## src/rtl/job_dispatch_pkg.sv

```systemverilog
package job_dispatch_pkg;

  // Parser phases; the order is the order a frame walks through.
  typedef enum logic [2:0] {
    ST_HUNT  = 3'd0,
    ST_MODID = 3'd1,
    ST_JOBID = 3'd2,
    ST_KICK  = 3'd3,
    ST_FEED  = 3'd4,
    ST_CHECK = 3'd5
  } jd_state_e;

endpackage

```

## src/rtl/jd_id_match.sv

```systemverilog
module jd_id_match #(
  parameter int WORD_W  = 32,
  parameter int N_UNITS = 5,
  parameter logic [N_UNITS*WORD_W-1:0] ID_TABLE = '0,
  localparam int SEL_W = (N_UNITS > 1) ? $clog2(N_UNITS) : 1
) (
  input  logic [WORD_W-1:0] word,
  output logic              hit,
  output logic [SEL_W-1:0]  idx
);

  logic [N_UNITS-1:0] hits;

  for (genvar g = 0; g < N_UNITS; g++) begin : g_cmp
    assign hits[g] = (word == ID_TABLE[g*WORD_W +: WORD_W]);
  end

  assign hit = |hits;

  // Lowest matching position wins if the table holds duplicates.
  always_comb begin
    idx = '0;
    for (int i = N_UNITS - 1; i >= 0; i--) begin
      if (hits[i]) idx = SEL_W'(i);
    end
  end

endmodule

```

## src/rtl/jd_sum_acc.sv

```systemverilog
module jd_sum_acc #(
  parameter int WORD_W = 32
) (
  input  logic              clk,
  input  logic              rst_n,
  input  logic              load,
  input  logic              add,
  input  logic [WORD_W-1:0] word,
  output logic              ends_zero
);

  logic [WORD_W-1:0] sum_q;
  logic [WORD_W-1:0] sum_d;
  logic              sum_en;

  assign sum_en = load | add;

  always_comb begin
    sum_d = sum_q;
    if (load)      sum_d = word;
    else if (add)  sum_d = sum_q + word;
  end

  always_ff @(posedge clk or negedge rst_n) begin
    if (!rst_n)      sum_q <= '0;
    else if (sum_en) sum_q <= sum_d;
  end

  assign ends_zero = ((sum_q + word) == '0);

endmodule

```

## src/rtl/jd_seq_ctrl.sv

```systemverilog
module jd_seq_ctrl
  import job_dispatch_pkg::*;
(
  input  logic      clk,
  input  logic      rst_n,
  input  logic      in_valid,
  input  logic      is_sync,
  input  logic      id_known,
  input  logic      sel_ready,
  input  logic      sel_done,
  output logic      in_ready,
  output logic      fwd_valid,
  output logic      take_id,
  output logic      take_job,
  output logic      take_pay,
  output logic      take_sum,
  output logic      kick
);

  jd_state_e state_q;
  jd_state_e state_d;
  logic      feeding;
  logic      accept;

  assign feeding = (state_q == ST_FEED) && !sel_done;

  always_comb begin
    unique case (state_q)
      ST_HUNT, ST_MODID, ST_JOBID, ST_CHECK: in_ready = 1'b1;
      ST_FEED:                               in_ready = sel_ready && !sel_done;
      default:                               in_ready = 1'b0;
    endcase
  end

  assign accept    = in_valid && in_ready;
  assign fwd_valid = feeding && in_valid;
  assign take_id   = accept && (state_q == ST_MODID);
  assign take_job  = accept && (state_q == ST_JOBID);
  assign take_pay  = accept && (state_q == ST_FEED);
  assign take_sum  = accept && (state_q == ST_CHECK);
  assign kick      = (state_q == ST_KICK);

  always_comb begin
    state_d = state_q;
    unique case (state_q)
      ST_HUNT:  if (accept && is_sync) state_d = ST_MODID;
      ST_MODID: if (accept)            state_d = id_known ? ST_JOBID : ST_HUNT;
      ST_JOBID: if (accept)            state_d = ST_KICK;
      ST_KICK:                         state_d = ST_FEED;
      ST_FEED:  if (sel_done)          state_d = ST_CHECK;
      ST_CHECK: if (accept)            state_d = ST_HUNT;
      default:                         state_d = ST_HUNT;
    endcase
  end

  always_ff @(posedge clk or negedge rst_n) begin
    if (!rst_n) state_q <= ST_HUNT;
    else        state_q <= state_d;
  end

endmodule

```

## src/rtl/job_dispatcher.sv

```systemverilog
module job_dispatcher
  import job_dispatch_pkg::*;
#(
  parameter int WORD_W  = 32,
  parameter int N_UNITS = 5,
  parameter int CNT_W   = 8,
  parameter logic [WORD_W-1:0] SYNC_WORD = 32'hE1E4C312,
  parameter logic [N_UNITS*WORD_W-1:0] ID_TABLE = {
    32'h12345678, 32'h4CD2E19C, 32'h9323EB24, 32'hF218E0A2, 32'h2CB31E7C
  }
) (
  input  logic               clk,
  input  logic               rst_n,
  input  logic [WORD_W-1:0]  in_data,
  input  logic               in_valid,
  output logic               in_ready,
  output logic [WORD_W-1:0]  unit_src_data,
  output logic               unit_src_valid,
  input  logic [N_UNITS-1:0] unit_src_ready,
  output logic [N_UNITS-1:0] unit_start,
  input  logic [N_UNITS-1:0] unit_done,
  output logic               frame_ok,
  output logic               csum_err,
  output logic [CNT_W-1:0]   unknown_cnt
);

  localparam int SEL_W = (N_UNITS > 1) ? $clog2(N_UNITS) : 1;
  localparam logic [CNT_W-1:0] CNT_MAX = '1;

  // Reset: asserted at once, released after two clock edges.
  logic [1:0] rst_pipe;
  logic       rst_int_n;

  always_ff @(posedge clk or negedge rst_n) begin
    if (!rst_n) rst_pipe <= '0;
    else        rst_pipe <= {rst_pipe[0], 1'b1};
  end
  assign rst_int_n = rst_pipe[1];

  logic             id_hit;
  logic [SEL_W-1:0] id_idx;
  logic [SEL_W-1:0] sel_q;
  logic             sel_ready;
  logic             sel_done;
  logic             take_id, take_job, take_pay, take_sum, kick;
  logic             fwd_valid;
  logic             sum_zero;
  logic             is_sync;

  assign is_sync   = (in_data == SYNC_WORD);
  assign sel_ready = unit_src_ready[sel_q];
  assign sel_done  = unit_done[sel_q];

  jd_id_match #(
    .WORD_W  (WORD_W),
    .N_UNITS (N_UNITS),
    .ID_TABLE(ID_TABLE)
  ) u_match (
    .word(in_data),
    .hit (id_hit),
    .idx (id_idx)
  );

  jd_seq_ctrl u_ctrl (
    .clk      (clk),
    .rst_n    (rst_int_n),
    .in_valid (in_valid),
    .is_sync  (is_sync),
    .id_known (id_hit),
    .sel_ready(sel_ready),
    .sel_done (sel_done),
    .in_ready (in_ready),
    .fwd_valid(fwd_valid),
    .take_id  (take_id),
    .take_job (take_job),
    .take_pay (take_pay),
    .take_sum (take_sum),
    .kick     (kick)
  );

  jd_sum_acc #(
    .WORD_W(WORD_W)
  ) u_sum (
    .clk      (clk),
    .rst_n    (rst_int_n),
    .load     (take_id && id_hit),
    .add      (take_job || take_pay),
    .word     (in_data),
    .ends_zero(sum_zero)
  );

  // Selected unit index, captured with a known identifier.
  logic sel_en;
  assign sel_en = take_id && id_hit;

  always_ff @(posedge clk or negedge rst_int_n) begin
    if (!rst_int_n)  sel_q <= '0;
    else if (sel_en) sel_q <= id_idx;
  end

  for (genvar g = 0; g < N_UNITS; g++) begin : g_start
    assign unit_start[g] = kick && (sel_q == SEL_W'(g));
  end

  assign unit_src_data  = in_data;
  assign unit_src_valid = fwd_valid;

  // Status registers.
  logic             ok_d;
  logic             err_d, err_en;
  logic [CNT_W-1:0] cnt_d;
  logic             cnt_en;

  assign ok_d   = take_sum && sum_zero;
  assign err_en = take_sum && !sum_zero;
  assign err_d  = 1'b1;
  assign cnt_en = take_id && !id_hit && (unknown_cnt != CNT_MAX);
  assign cnt_d  = unknown_cnt + 1'b1;

  always_ff @(posedge clk or negedge rst_int_n) begin
    if (!rst_int_n) frame_ok <= 1'b0;
    else            frame_ok <= ok_d;
  end

  always_ff @(posedge clk or negedge rst_int_n) begin
    if (!rst_int_n)  csum_err <= 1'b0;
    else if (err_en) csum_err <= err_d;
  end

  always_ff @(posedge clk or negedge rst_int_n) begin
    if (!rst_int_n)  unknown_cnt <= '0;
    else if (cnt_en) unknown_cnt <= cnt_d;
  end

endmodule

```

## config.mk

```make
export PLATFORM = sky130hd
export DESIGN_NAME = job_dispatcher
export DESIGN_NICKNAME = d
export VERILOG_FILES = /design/src/rtl/job_dispatch_pkg.sv /design/src/rtl/jd_id_match.sv /design/src/rtl/jd_sum_acc.sv /design/src/rtl/jd_seq_ctrl.sv /design/src/rtl/job_dispatcher.sv
export SDC_FILE = /design/constraint.sdc
export NUM_CORES = 1
export LEC_CHECK = 0
export CAP_MARGIN = 20
export CORE_AREA = 2 2 105 87
export CTS_BUF_LIST = sky130_fd_sc_hd__clkbuf_8
export DETAILED_ROUTE_END_ITERATION = 10
export DIE_AREA = 0 0 107 89
export DONT_BUFFER_PORTS = 1
export PLACE_DENSITY = 0.69
export SYNTH_ARGS = -nofsm -noshare
export SYNTH_HDL_FRONTEND = slang
export SYNTH_SLANG_ARGS = --single-unit
```

## constraint.sdc

```tcl
create_clock -name clk -period 4.6 [get_ports clk]
set_input_delay 0.92 -clock clk [delete_from_list [all_inputs] [get_ports clk]]
set_output_delay 0.92 -clock clk [all_outputs]
set_load 0.01 [all_outputs]
```

# After elaboration in Yosys (flattened, before gate mapping)
# Index checks and enable logic that the tools add are counted.
# word_totals
regBits	50
in_bits	45
output_inout_bits	49
elab_cells	82
# op_classes
addsub	2
magnitude_cmp	1
eq_ne	21
mux	19
bitwise_logic	1
reduce_logical	31
# op_table
cell	count
$eq A32 B32 Y1 const B	3
$mux W32	2
$add A32 B32 Y32	1
$eq A32 B29 Y1 const B	1
$eq A32 B30 Y1 const B	1
$eq A32 B31 Y1 const B	1
$logic_not A32 Y1	1
$mux W3	10
$logic_and A1 B1 Y1	19
$pmux W3 S6	1
$eq A3 B2 Y1 const B	4
$ne A2 B1 Y1 const B	5
$eq A3 B3 Y1 const B	3
$add A8 B1 Y8 const B	1
$ne A8 B8 Y1 const B	1
$bmux W1 S3	2
$eq A3 B1 Y1 const B	2
$logic_not A3 Y1	2
$reduce_and A5 Y1	1
$reduce_or A5 Y1	1
$lt A3 B4 Y1 const B	1
$reduce_or A4 Y1	1
$logic_not A1 Y1	3
$mux W1	2
6 further kinds	6

# Depth between registers and ports, before layout
# Gate-level depths: netlist (run 1).
# logic_depth
word_depth	10
ltp_mapped	12
ltp_nobuf	12

# Modules after synthesis
# From an unflattened synthesis (run 1), not the netlist that was laid out.
# hier_totals
hier_cells	598
area_unflattened_um2	5012.3
# by_module_without_submodules
mod	n_inst	cells_per_inst	area_each_um2
jd_sum_acc	1	417	3337.0
job_dispatcher	1	112	1118.6
jd_id_match	1	42	315.3
jd_seq_ctrl	1	27	241.5

# Worst setup path after synthesis (run 1)
# No wires, ideal clock.
# synth_path
path_type	input to register
from	input port in_data[0]
to	register frame_ok
t_arrival_ns	3.861
required_time_ns	4.532
slack_ns	0.671
cell_stages	12
cell_sequence	ha_1 -> fa_1 -> a21o_1 -> a311o_1 -> a211oi_2 -> o21ai_2 -> a31o_1 -> a21oi_2 -> xnor2_1 -> or4_1 -> nor4_2 -> and4_1
# synth_via
elab_chain_len	3
# synth_lines
element	line_no	rtl
start, declared	job_dispatcher.sv:14	input logic [WORD_W-1:0] in_data,
$add A32 B32 Y32	jd_sum_acc.sv:29	assign ends_zero = ((sum_q + word) == '0);
$logic_not A32 Y1	jd_sum_acc.sv:29	
$logic_and A1 B1 Y1	job_dispatcher.sv:114	assign ok_d = take_sum && sum_zero;
named net ok_d	job_dispatcher.sv:109	logic ok_d;
end signal, assigned	job_dispatcher.sv:122	else frame_ok <= ok_d;
end, declared	job_dispatcher.sv:22	output logic frame_ok,
# The timed path passes the listed nets, and every way through them passes these cells.
# A chain may end at the register's enable or synchronous reset.

# Worst setup path in the final report (run 1)
# Ends and elaborated chain as after synthesis.

==> results of run 1 <==
-- area by class of cell --
| class | count | share of cell area, % |
|---|---|---|
| Tap cell | 112 | 3.12 |
| Clock inverter | 2 | 0.752 |
| Sequential cell | 50 | 27.9 |
| Multi-Input combinational cell | 446 | 65.1 |
| Clock buffer | 6 | 1.84 |
| Timing Repair Buffer | 5 | 0.836 |
| Inverter | 6 | 0.501 |
-- cells by family (layout without fill, tap and decap cells) --
| kind of cell | after synthesis | after routing | synth area share (%) |
|---|---|---|---|
| DFF | 50 | 50 | 27.7 |
| adders and majority gates | 33 | 33 | 9.31 |
| muxes | 3 | 3 | 1.25 |
| and+or+nand+nor | 232 | 232 | 25.5 |
| buffers and inverters | 59 | 19 | 7.67 |
| AOI/OAI and AO/OA | 140 | 140 | 21.3 |
| other | 1 | 1 | 0.0830 |
| xor gates and xnor gates | 37 | 37 | 7.18 |
-- metal layers --
metal,wire (um),track usage (%)
met1,6100,40.5
met2,5900,45.6
met3,1250,6.71
met4,184,6.26
met5,0,0
-- through the flow --
| step | util [%] | power [uW] |
|---|---|---|
| final | 53.7 | 867 |
| after global routing | 53.7 | 898 |
| after detailed placement | 52.3 | 539 |
| after global placement | 52.3 | 538 |
| after CTS | 53.7 | 872 |
| after floorplan | - | 548 |
-- state kept, by name, indices dropped and copies added (netlist names) --
signal and count:
csum_err 1, rst_pipe 2, sel_q 3, u_sum.sum_q 32, unknown_cnt 8, u_ctrl.state_q 3
frame_ok 1
-- synth_stat cells, types with 10 or more instances --
| cell | count | area share, % |
|---|---|---|
| xor2_1 | 12 | 2.3 |
| ha_1 | 32 | 8.9 |
| clkbuf_1 | 18 | 1.5 |
| nor2_1 | 39 | 3.2 |
| xnor2_1 | 25 | 4.8 |
| o21ai_0 | 19 | 2.1 |
| a22oi_1 | 13 | 2.2 |
| o211ai_1 | 10 | 1.7 |
| nor4_1 | 13 | 1.8 |
| nand3_1 | 18 | 2.0 |
| dfrtp_1 | 50 | 28 |
| a21oi_1 | 34 | 3.8 |
| nor3_1 | 10 | 1.1 |
| a221o_1 | 10 | 2.2 |
| nand4_1 | 15 | 2.1 |
| buf_4 | 33 | 5.5 |
| nand2_1 | 92 | 7.6 |
-- cell usage in the layout, fill, tap and decap left out, types with 7 or more instances in the layout --
| cell | count |
|---|---|
| xor2_1 | 12 |
| a221o_1 | 10 |
| xnor2_1 | 25 |
| a22oi_1 | 13 |
| ha_1 | 32 |
| nor2_1 | 37 |
| o21ai_0 | 19 |
| nand3_1 | 18 |
| nand2_1 | 92 |
| a21oi_1 | 34 |
| nand4_1 | 15 |
| o211ai_1 | 10 |
| inv_1 | 7 |
| dfrtp_1 | 49 |
| nor4_1 | 13 |
| nor3_1 | 10 |
| a21o_1 | 8 |
-- worst max-delay path by stage --
stage	depth (start not counted)	slack, ps	end
floorplan	12	670	frame_ok
global placement	12	360	frame_ok
detailed placement	12	200	frame_ok
CTS	12	510	frame_ok
global route	12	300	frame_ok
finish	12	520	frame_ok
-- report_power, final --
part | internal (uW) | switching (uW) | leakage, uW
logic | 32.5 | 55.0 | 0.00125
registers | 440 | 3.60 | 0.000688
clock network | 176 | 160 | 0.0000626
==> flow_summary.toml, run 1 <==
[status]
status = "complete, no violations"

[cts]
post_cts_resized = 0
ctsHoldBuffers = 0
cts_buffers = 5
htreeDepth = 2
clock_sinks = 50
clkLatencyLatePin_ps = 310
cts_tree = "built"
clk_path_buf_depth = 2
cts_root_buffer = "clkbuf_8"
post_cts_buffers = 0
clk_pin_slew_ps = 110

[floorplan]
core_area_sq_um = 8370
rows = 30
boundaryPins = 94
start_util_pct = 53.9
die-area_sq_um = 9520
die_w_um = 107
die-height_um = 89

[timing]
post-route-period-util_pct = 88.6
finalSetupTns_ps = 0
grt_setup_unrepaired = "false"
min_period_ps = 4080
setup_ws_ps = 522
slew_violations = 0
skew_ps = 17.7
holdWs_ps = 214
finalSetupViolations = 0
tightest_slew_ps = 758
slew_headroom_pct = 49.2
fmax_ghz = 0.245
finalHoldViolCount = 0

[worst_setup_path]
cp.buffers_inverters = 0
ff2ff_setup_slack_ps = 730
max_stage_delay_ps = 510
critPathTopFamily = "compound AO/OA/AOI/OAI gates"
critPathMaxFanout = 5
r2r_end = "frame_ok"
worstSetupPathType = "in2reg"
cp_cell_sequence = "ha_1 -> fa_1 -> a21o_1 -> a311o_1 -> a31oi_1 -> o31a_1 -> o211ai_1 -> a21oi_1 -> xnor2_1 -> or4_1 -> nor4_2 -> and4_1"
crit_start = "in_data[0]"
cp-start-kind = "input pin"
reg2reg_from = "u_sum.sum_q[0]"
crit_arrival_ps = 4330
cp.required_ps = 4850
rr_worst_depth = 12
crit_path_end_kind = "flip-flop"
cpMaxStageDelayCell = "or4_1"

[synthesis]
syn_inst = 555
yosys.cell_types.count = 64
synth_seq_cells = 50
syn-cell-area_sq_um = 4520
ys.flop_type = "dfrtp_1"
yosysWarnings = 0
synth_edf_count = 0
syn_nets = 633
yosysSeqAreaShare_pct = 27.7
async_reset_ff_share_pct = 100
syn_avg_cell_area_sq_um = 8.14

[routing]
wl_per_cell_um = 21.4
drtPass1Iterations = 5
vias = 4161
initialDrtViolationCount = 418
wirelength_um = 13400
ant_nets = 0
drc = 0
via_per_inst = 6.64

[finish]
nets = 592
antenna_cells = 0
final_cell_area_sq_um = 4490
seqCellArea_sq_um = 1250
final_cells = 627
multi_input_area_sq_um = 2920
drive_gt1_share_pct = 4.66
area_delta_synth_final_pct = -0.526
num-fill-cells = 806

[placement]
place_ws_ps = 196
dpl.hpwl_um = 10500
place_area_sq_um = 4380
globalplace.congestion = 0.955
dp.cells = 619
io_buffers = 0

[grt]
grt_max_degree = 33
grtUsageTotal_pct = 28.8
antenna_found_initial = 0
grt_pass1_vias = 3885
grt_remaining_overflow = 0
grt_pass1_wl_um = 21100

[power]
powerDensity_nw_per_um2 = 193
p_leak_uw = 0.00200
peakVddDrop_uv = 154

[job]
maxCapViolCount = 0

[min_path]
min_path_type = "reg2async"
No activity file was read; power rests on OpenSTA's default activity.
==> run 2, diff against run 1 <==
--- a/config.mk
+++ b/config.mk
@@ -6,12 +6,10 @@
 export NUM_CORES = 1
 export LEC_CHECK = 0
 export CAP_MARGIN = 20
-export CORE_AREA = 2 2 105 87
-export CTS_BUF_LIST = sky130_fd_sc_hd__clkbuf_8
+export CORE_AREA = 2 2 130 107
 export DETAILED_ROUTE_END_ITERATION = 10
-export DIE_AREA = 0 0 107 89
+export DIE_AREA = 0 0 132 109
 export DONT_BUFFER_PORTS = 1
-export PLACE_DENSITY = 0.69
 export SYNTH_ARGS = -nofsm -noshare
 export SYNTH_HDL_FRONTEND = slang
 export SYNTH_SLANG_ARGS = --single-unit
==> run 2 against run 1 <==
Effect of this change: wire length increased by 8.0%; core utilization decreased by 19 points; worst setup slack improved by 19 ps; sequential power decreased by 0.9%; critical path depth unchanged.
==> flow_summary.toml, run 2 (synthesis results as in run 1) <==
[status]
status = "complete, no violations"

[timing]
fmax_ghz = 0.246
min_period_ps = 4060
skew_ps = 7.81
post-route-period-util_pct = 88.2
tightest_slew_ps = 949
finalSetupViolations = 0
slew_violations = 0
setup_ws_ps = 541
finalHoldViolCount = 0
grt_setup_unrepaired = "false"
finalSetupTns_ps = 0
slew_headroom_pct = 36.7

[min_path]
min_path_type = "in2async"

[finish]
antenna_cells = 0
top_regs = "u_sum.sum_q (32), unknown_cnt (8)"
largest_reg_flops = 32
area_delta_synth_final_pct = 2.13
top_register = "u_sum.sum_q"
final_core_util_pct = 35.0
final_cell_mix = "nand2_1, dfrtp_1, nor2_1"
drive_gt1_share_pct = 4.85
nets = 592
final_common_cell = "nand2_1"

[power]
p_leak_uw = 0.00201
peakVddDrop_uv = 135
totalPowerFinal_uw = 929
powerDensity_nw_per_um2 = 201

[cts]
cts_buffers = 5
clkLatencyLatePin_ps = 300
htreeDepth = 2
post_cts_resized = 0
cts_tree = "built"
post_cts_buffers = 0
cts_root_buffer = "clkbuf_16"
clk_path_buf_depth = 2
ctsHoldBuffers = 0
clk_pin_slew_ps = 70
clock_sinks = 50

[grt]
grt_max_degree = 49
grtUsageTotal_pct = 20.3
antenna_found_initial = 0
grt_pass1_wl_um = 22800
grt_remaining_overflow = 0
grt_pass1_vias = 3999

[worst_setup_path]
crit_path_end_kind = "flip-flop"
crit_arrival_ps = 4290
cp.required_ps = 4840
max_stage_delay_ps = 510
cp_cell_sequence = "ha_1 -> fa_1 -> a21o_1 -> a311o_1 -> a31oi_1 -> o31a_1 -> o211ai_1 -> a21oi_1 -> xnor2_1 -> or4_1 -> nor4_2 -> and4_1"
rr_worst_depth = 12
cpMaxStageDelayCell = "or4_1"
cp-start-kind = "input pin"
worstSetupPathType = "in2reg"
critPathMaxFanout = 5
critPathTopFamily = "compound AO/OA/AOI/OAI gates"
cp_num_cells = 12
cp.buffers_inverters = 0

[routing]
ant_nets = 0
initialDrtViolationCount = 372
drtPass1Iterations = 5
wl_per_cell_um = 20.9
drc = 0
vias = 4132
via_per_inst = 5.95
wirelength_um = 14500

[placement]
dpl.hpwl_um = 11200
place_ws_ps = 256
io_buffers = 0
globalplace.congestion = 0.895

[floorplan]
start_util_pct = 34.3
core_area_sq_um = 13200
boundaryPins = 94
die-area_sq_um = 14400
die-height_um = 109
rows = 38
die_w_um = 132

[job]
maxCapViolCount = 0
## run 2: changes by cell type in the layout (fill, tap and decap cells not counted), sizes merged
cell	before	now
clkinvlp	0	1
clkinv	0	1
bufinv	1	0
inv	7	6
## run 2: layout make-up
class | instances | area (sq um)
Clock buffer | 6 | 139
Clock inverter | 2 | 12.5
Fill cell | 1394 | 8560
Inverter | 6 | 22.5
Multi-Input combinational cell | 446 | 2920
Sequential cell | 50 | 1250
Tap cell | 180 | 225
Timing Repair Buffer | 5 | 37.5
## run 2: power breakdown
part	internal (uW)	switching (uW)
Combinational	32.5	58.2
Clock	216	182
Sequential	440	0.196
## run 2: worst reg2reg max path, delay by kind of cell (launching register included)
family	cells	cell delay, ps
xor+xnor	1	100
fa+ha+maj	2	620
simple gates	3	1110
compound gates	6	1560
flops	1	390
## run 2: final timing paths
check / end / slack, ps / start
max: frame_ok / 540 / in_data[0]
min: rst_pipe[1] / 310 / rst_n
max reg2reg: frame_ok / 760 / u_sum.sum_q[0]
min reg2reg: rst_pipe[1] / 360 / rst_pipe[0]
max in group asynchronous: u_sum.sum_q[16] / 3810 / rst_pipe[1]
min in group clk: rst_pipe[1] / 360 / rst_pipe[0]
## run 2: stage by stage
step                      cells  instance area [sq um]  hold WS, ps
after CTS                   695                   4610          308
after global routing        695                   4610          300
after detailed placement    687                   4460          343
after global placement      687                   4460          337
after floorplan             555                   4520          331
final                       695                   4610          313
## run 2: per-layer routing
metal	track usage, %	vias up	routed length, um
met5	0	-	0
met4	4.89	0	248
met3	6.18	24	1400
met2	30.2	199	5980
met1	28.7	1967	6880
li1	-	1942	-
